**config.mk**
```make
export PLATFORM = sky130hd
export DESIGN_NAME = sram_cycle_ctrl
export DESIGN_NICKNAME = d
export VERILOG_FILES = /design/src/rtl/sram_cyc_pkg.sv /design/src/rtl/sram_cyc_decode.sv /design/src/rtl/sram_cyc_state.sv /design/src/rtl/sram_cyc_busctl.sv /design/src/rtl/sram_cycle_ctrl.sv
export SDC_FILE = /design/constraint.sdc
export NUM_CORES = 1
export LEC_CHECK = 0
export BUFFER_PORTS_ARGS = -buffer_cell sky130_fd_sc_hd__buf_2
export CAP_MARGIN = 0
export CORE_ASPECT_RATIO = 0.9
export CORE_MARGIN = 8
export CORE_UTILIZATION = 30
export DETAILED_ROUTE_END_ITERATION = 7
export PLACE_DENSITY = 0.58
export SLEW_MARGIN = 20
export SYNTH_ARGS = -nofsm -noshare
export SYNTH_HDL_FRONTEND = slang
export SYNTH_SLANG_ARGS = --single-unit
```
**constraint.sdc**
```tcl
create_clock -name clk -period 1.25 [get_ports clk]
set_input_delay 0.1875 -clock clk [delete_from_list [all_inputs] [get_ports clk]]
set_output_delay 0.1875 -clock clk [all_outputs]
set_load 0.02 [all_outputs]
```
**src/rtl/sram_cyc_pkg.sv**
```systemverilog
package sram_cyc_pkg;

    typedef enum logic [1:0] {
        OP_IDLE = 2'd0,
        OP_RD   = 2'd1,
        OP_WR   = 2'd2
    } op_e;

    typedef enum logic [2:0] {
        CYC_DESEL = 3'd0,
        CYC_READ  = 3'd1,
        CYC_DUMMY = 3'd2,
        CYC_WRITE = 3'd3,
        CYC_WAIT  = 3'd4
    } cyc_e;

    typedef struct packed {
        op_e  op;
        logic cont;
    } cyc_state_t;

    localparam cyc_state_t STATE_RESET = '{op: OP_IDLE, cont: 1'b0};

    function automatic logic chip_selected(input logic a_n, input logic b, input logic c_n);
        return !a_n && b && !c_n;
    endfunction

endpackage

```
**src/rtl/sram_cyc_decode.sv**
```systemverilog
module sram_cyc_decode
    import sram_cyc_pkg::*;
#(
    parameter int NBYTES = 4
) (
    input  cyc_state_t        cur,
    input  logic              en_a_n,
    input  logic              en_b,
    input  logic              en_c_n,
    input  logic              burst_adv,
    input  logic              wr_n,
    input  logic [NBYTES-1:0] bwe_n,
    output cyc_state_t        nxt,
    output logic [NBYTES-1:0] nxt_mask
);
    logic any_byte;
    logic sel;

    assign any_byte = |(~bwe_n);
    assign sel      = chip_selected(en_a_n, en_b, en_c_n);

    always_comb begin
        nxt      = cur;
        nxt_mask = '0;
        if (burst_adv) begin
            nxt.cont = (cur.op != OP_IDLE);
            if (cur.op == OP_WR) nxt_mask = ~bwe_n;
        end else begin
            nxt.cont = 1'b0;
            if (!sel)          nxt.op = OP_IDLE;
            else if (wr_n)     nxt.op = OP_RD;
            else if (any_byte) nxt.op = OP_WR;
            else               nxt.op = OP_IDLE;
            if (nxt.op == OP_WR) nxt_mask = ~bwe_n;
        end
    end
endmodule

```
**src/rtl/sram_cyc_state.sv**
```systemverilog
module sram_cyc_state
    import sram_cyc_pkg::*;
#(
    parameter int NBYTES = 4
) (
    input  logic              clk,
    input  logic              rst,
    input  logic              clk_en_n,
    input  logic              burst_adv,
    input  cyc_state_t        nxt,
    input  logic [NBYTES-1:0] nxt_mask,
    output cyc_state_t        cur,
    output logic [NBYTES-1:0] cur_mask,
    output logic              stalled
);
    always_ff @(posedge clk) begin
        if (rst) begin
            cur      <= STATE_RESET;
            cur_mask <= '0;
            stalled  <= 1'b0;
        end else if (!clk_en_n) begin
            cur      <= nxt;
            cur_mask <= nxt_mask;
            stalled  <= 1'b0;
        end else begin
            stalled  <= 1'b1;
        end
    end

    assert_wait_holds_R9: assert property (@(posedge clk) disable iff (rst)
        clk_en_n |=> (stalled && $stable(cur) && $stable(cur_mask)));

    assert_continue_keeps_op_R2: assert property (@(posedge clk) disable iff (rst)
        (!clk_en_n && burst_adv) |=> (cur.op == $past(cur.op)));

    assert_reset_idle_R10: assert property (@(posedge clk)
        rst |=> (cur.op == OP_IDLE && !stalled && cur_mask == '0));
endmodule

```
**src/rtl/sram_cyc_busctl.sv**
```systemverilog
module sram_cyc_busctl
    import sram_cyc_pkg::*;
#(
    parameter int NBYTES = 4
) (
    input  cyc_state_t        cur,
    input  logic [NBYTES-1:0] cur_mask,
    input  logic              stalled,
    input  logic              out_en_n,
    output cyc_e              cyc,
    output logic              arr_rd,
    output logic              arr_wr,
    output logic [NBYTES-1:0] arr_byte_en,
    output logic              burst_cont,
    output logic              dq_drive
);
    always_comb begin
        if (stalled) begin
            cyc = CYC_WAIT;
        end else begin
            unique case (cur.op)
                OP_RD:   cyc = out_en_n ? CYC_DUMMY : CYC_READ;
                OP_WR:   cyc = CYC_WRITE;
                default: cyc = CYC_DESEL;
            endcase
        end
    end

    assign arr_rd      = (cur.op == OP_RD) && !stalled;
    assign arr_wr      = (cur.op == OP_WR) && !stalled;
    assign arr_byte_en = arr_wr ? cur_mask : '0;
    assign burst_cont  = cur.cont && !stalled;
    assign dq_drive    = (cur.op == OP_RD) && !out_en_n;

    always_comb begin
        if (cur.op == OP_WR) begin
            assert_write_no_drive_R8: assert (!dq_drive);
        end
        if (cur.op == OP_RD && out_en_n && !stalled) begin
            assert_dummy_read_R6: assert (cyc == CYC_DUMMY && !dq_drive && arr_rd);
        end
    end
endmodule

```
**src/rtl/sram_cycle_ctrl.sv**
```systemverilog
module sram_cycle_ctrl
    import sram_cyc_pkg::*;
#(
    parameter int NBYTES = 4
) (
    input  logic              clk,
    input  logic              rst,
    input  logic              en_a_n,
    input  logic              en_b,
    input  logic              en_c_n,
    input  logic              burst_adv,
    input  logic              wr_n,
    input  logic [NBYTES-1:0] bwe_n,
    input  logic              clk_en_n,
    input  logic              out_en_n,
    output logic [2:0]        cycle_type,
    output logic              arr_rd,
    output logic              arr_wr,
    output logic [NBYTES-1:0] arr_byte_en,
    output logic              burst_cont,
    output logic              dq_drive
);
    cyc_state_t        cur, nxt;
    logic [NBYTES-1:0] cur_mask, nxt_mask;
    logic              stalled;
    cyc_e              cyc;

    sram_cyc_decode #(.NBYTES(NBYTES)) u_decode (
        .cur(cur), .en_a_n(en_a_n), .en_b(en_b), .en_c_n(en_c_n),
        .burst_adv(burst_adv), .wr_n(wr_n), .bwe_n(bwe_n),
        .nxt(nxt), .nxt_mask(nxt_mask)
    );

    sram_cyc_state #(.NBYTES(NBYTES)) u_state (
        .clk(clk), .rst(rst), .clk_en_n(clk_en_n), .burst_adv(burst_adv),
        .nxt(nxt), .nxt_mask(nxt_mask),
        .cur(cur), .cur_mask(cur_mask), .stalled(stalled)
    );

    sram_cyc_busctl #(.NBYTES(NBYTES)) u_bus (
        .cur(cur), .cur_mask(cur_mask), .stalled(stalled), .out_en_n(out_en_n),
        .cyc(cyc), .arr_rd(arr_rd), .arr_wr(arr_wr), .arr_byte_en(arr_byte_en),
        .burst_cont(burst_cont), .dq_drive(dq_drive)
    );

    assign cycle_type = cyc;

    assert_deselect_R1: assert property (@(posedge clk) disable iff (rst)
        (!clk_en_n && !burst_adv && (en_a_n || !en_b || en_c_n))
        |=> (!arr_rd && !arr_wr && arr_byte_en == '0));

    assert_abort_write_R4: assert property (@(posedge clk) disable iff (rst)
        (!clk_en_n && !burst_adv && !en_a_n && en_b && !en_c_n && !wr_n && (&bwe_n))
        |=> !arr_wr);

    assert_begin_read_R3: assert property (@(posedge clk) disable iff (rst)
        (!clk_en_n && !burst_adv && !en_a_n && en_b && !en_c_n && wr_n)
        |=> (arr_rd && !burst_cont));

    assert_write_mask_R5: assert property (@(posedge clk) disable iff (rst)
        (!clk_en_n && !burst_adv && !en_a_n && en_b && !en_c_n && !wr_n && !(&bwe_n))
        |=> (arr_byte_en == ~$past(bwe_n)));
endmodule

```
==> impl_metrics.csv <==
group,metric,value,unit
run_status,status,"finished, violations left",
run_status,violations,"setup timing",
routing,antenna_left,0,
routing,first_pass_iters,3,
routing,avgRoutedWirePerCell,13.5,µm
timing,setup_viol,13,
clock_tree,cts_buffers,3,
setup_path,critPathKind,"register to output pin",
synth,yosys.area_share.simple,39.4,%
job,maxCapViolations,0,
layout,num-nets-final,99,
global_routing,grt_max_degree,8,
clock_tree,cts.clk_slew.worst_paths,0.06,ns
synth,synth_fa_ha_area_share,8.45,%
timing,post-route-period-util,117,%
clock_tree,cts-htree-levels,1,
power_and_ir_drop,vdd_drop_max,0.000420,V
power_and_ir_drop,pwr-share-comb,11.9,%
synth,syn-num-nets,67,
timing,hold-worst-slack,0.132,ns
setup_path,cp_max_fo,5,
floorplanning,top_level_ports,24,
layout,final_layout_size_suffix_gt1_share,60.5,%
synth,synth_xor_area_share,0,%
setup_path,cp.arrival,1.28,ns
floorplanning,placementRows,13,
floorplanning,initial_utilization,31.4,%
placement,dp_slack,-0.0451,ns
floorplanning,die_h,52.5,µm
global_routing,grt_usage,9.79,%
global_routing,grt_pass1_wl,2260,µm
routing,vias,462,
placement,hpwlAfterDp,951,µm
setup_path,path_cells,"inv_2 > ha_4 > nor2b_4 > and2_4 > buf_6",
power_and_ir_drop,p_total,525,µW
placement,routabilityCongestion,0.671,
synth,synthCells,51,
setup_path,cpPeakStageDelay,0.33,ns
routing,maxUsedRoutingLayer,"met4",
synth,yosys_warnings,0,
synth,synth_edf_count,0,
hold_path,hold_path_class,"input port to register",
synth,async_flop_share,0,%
setup_path,crit_start,"u_state.cur[1]",
setup_path,reg2reg_depth,6,
layout,nFillCells,135,
hold_path,min_path_cells,2,
timing,slew_viol_final,0,
setup_path,reg2reg_slack,-0.06,ns
timing,fin_tns_setup,-1.78,ns
synth,synthDistinctLibCells,21,
global_routing,antenna_found_initial,0,
clock_tree,cts_tree,"yes",
power_and_ir_drop,netSwitchingPower,127,µW
power_and_ir_drop,internal-power,398,µW
layout,syn_to_final_growth,65.1,%
timing,min_period,1.46,ns
routing,drc,0,
floorplanning,core-area,0.00142,mm²
routing,viasPerCell,4.81,
setup_path,slowest_stage,"dfxtp_2",
global_routing,first_global_vias,504,
setup_path,r2r_end,"u_state.cur_mask[1]",
clock_tree,clockRootBuffer,"clkbuf_4",
timing,maxSlewHeadroom,84.4,%
setup_path,critPathCapture,"arr_byte_en[3]",
global_routing,overflow,0,
power_and_ir_drop,pwr-share-seq,50.1,%
timing,final.setup.worst_slack,-0.213,ns
placement,port_buffers,23,
routing,met3WireLength,78,µm
layout,antenna_cells,0,
power_and_ir_drop,powerDensity,716,mW/mm²
synth,yosys_register_bits,8,
routing,routed_wl,1300,µm
setup_path,worstSetupEndpointType,"output pin",
timing,grt_setup_unrepaired,"true",
power_and_ir_drop,pwr-share-clk,38.0,%
routing,first_iter_violations,4,
timing,hold_violations,0,
clock_tree,postCtsHoldBufs,0,
synth,muxShareOfSynthArea,0,%
clock_tree,clock_latency,0.25,ns
timing,worst_slew_pin_slew,0.233,ns
synth,synth_compound_area_share,12.7,%
synth,avgSynthCellArea,8.71,µm²
timing,finClkSkew,0.00507,ns
clock_tree,cts_buffer_depth,2,
setup_path,r2r-start,"u_state.cur[1]",
clock_tree,cts_sinks,8,
power_and_ir_drop,leakage,0.314,nW
timing,max_freq,684,MHz
synth,ys.flop_type,"dfxtp_1",
synth,yosysSeqAreaShare,36.1,%
setup_path,worstPathRequired,1.06,ns
setup_path,worst_setup_path_start_kind,"register",
floorplanning,die_area,0.00297,mm²
floorplanning,die_width,56.6,µm
synth,synth_top_family_by_area,"simple AND/OR/NAND/NOR gates",
power_and_ir_drop,power_switching_share,24.2,%
routing,wl_met2,643,µm
synth,syn_area,444,µm²
routing,wl_met1,556,µm
## worst max-delay path: cells and delay by family (launching register included)
kind	cells	cell delay [ns]
adder cells (fa/ha/maj)	1	0.14
buffers and inverters	2	0.18
flip-flops	1	0.33
AND/OR/NAND/NOR	2	0.37
## cell families after synthesis
logic type / Yosys count
DFF: 8
AOI/OAI and AO/OA: 10
adders and majority gates: 3
and+or+nand+nor: 27
buffers and inverters: 3
## layer usage
metal	up-vias	global-route usage (%)
li1	237	-
met1	206	10.5
met2	17	16.2
met3	2	2.18
met4	0	8.40
met5	-	0
## worst min path at each step
stage,to,from
2_1_floorplan,u_state.cur[1],rst
3_3_place_gp,u_state.cur_mask[2],bwe_n[2]
3_5_place_dp,u_state.cur_mask[0],bwe_n[0]
4_1_cts,u_state.cur_mask[0],bwe_n[0]
5_1_grt,u_state.cur_mask[3],bwe_n[3]
6_report,u_state.cur_mask[0],bwe_n[0]
## sequential cells by signal, summed over array words and instances, names as in the netlist
register and flops:
u_state.stalled 1, u_state.cur 3, u_state.cur_mask 4
## area by class of cell
class	count	area (µm²)	share of cell area, %
clock buffers	3	22.5	3.07
repair buffers	28	205	28.0
well taps	15	18.8	2.56
flip-flops and latches	8	163	22.2
inverters	2	7.51	1.02
multi-input cells	40	317	43.2
## repair_timing
action                                  CTS  global route
endpoints found under the setup margin   13             9
pin swaps                                 4             2
endpoints found under the hold margin     0             0
resized for setup                        27             3
gates cloned                              0             0
buffers inserted                          4             1
## power groups by stage
stage                     combinational, mW  sequential, mW  clock (mW)
final                                0.0626           0.263       0.200
after global routing                 0.0695           0.264       0.229
after CTS                            0.0621           0.263       0.208
after detailed placement             0.0584           0.268           0
after global placement               0.0588           0.268           0
after floorplan                      0.0237           0.267           0
## per-stage QoR
step | utilization [%] | instance area, µm² | cells
finish | 51.8 | 733 | 96
global route | 51.8 | 733 | 96
floorplan | - | 462 | 51
global placement | 41.6 | 588 | 88
detailed placement | 41.6 | 588 | 88
CTS | 50.7 | 717 | 95
## layout by cell type, fill, tap and decap left out
master | netlist | final
buf_2 | 0 | 14
buf_6 | 0 | 8
buf_4 | 1 | 6
dfxtp_1 | 8 | 6
and2_4 | 0 | 4
nand2_1 | 4 | 4
o21ai_1 | 4 | 4
a21oi_1 | 3 | 3
nor2_1 | 5 | 3
clkbuf_4 | 0 | 3
inv_2 | 0 | 2
nor2b_4 | 0 | 2
nor2_2 | 0 | 2
nor3b_1 | 2 | 2
nand3_1 | 2 | 2
dfxtp_2 | 0 | 2
nand2b_1 | 1 | 1
nor2b_1 | 4 | 1
nor2b_2 | 0 | 1
o21ai_0 | 1 | 1
nor4b_4 | 1 | 1
nand4_1 | 1 | 1
nor3_2 | 1 | 1
o31ai_1 | 1 | 1
and2b_1 | 1 | 1
and4bb_1 | 1 | 1
a21oi_2 | 1 | 1
ha_1 | 3 | 1
ha_4 | 0 | 1
ha_2 | 0 | 1
## cells in the mapped netlist, types with 2 or more instances
cell	count	area share, %
nor2_1	5	4.2
nor2b_1	4	5.6
a21oi_1	3	3.4
inv_1	2	1.7
nand3_1	2	2.3
and2_1	4	5.6
o21ai_1	4	4.5
dfxtp_1	8	36
nand2_1	4	3.4
nor3b_1	2	3.4
ha_1	3	8.5
Power figures use the tool's default switching activity.
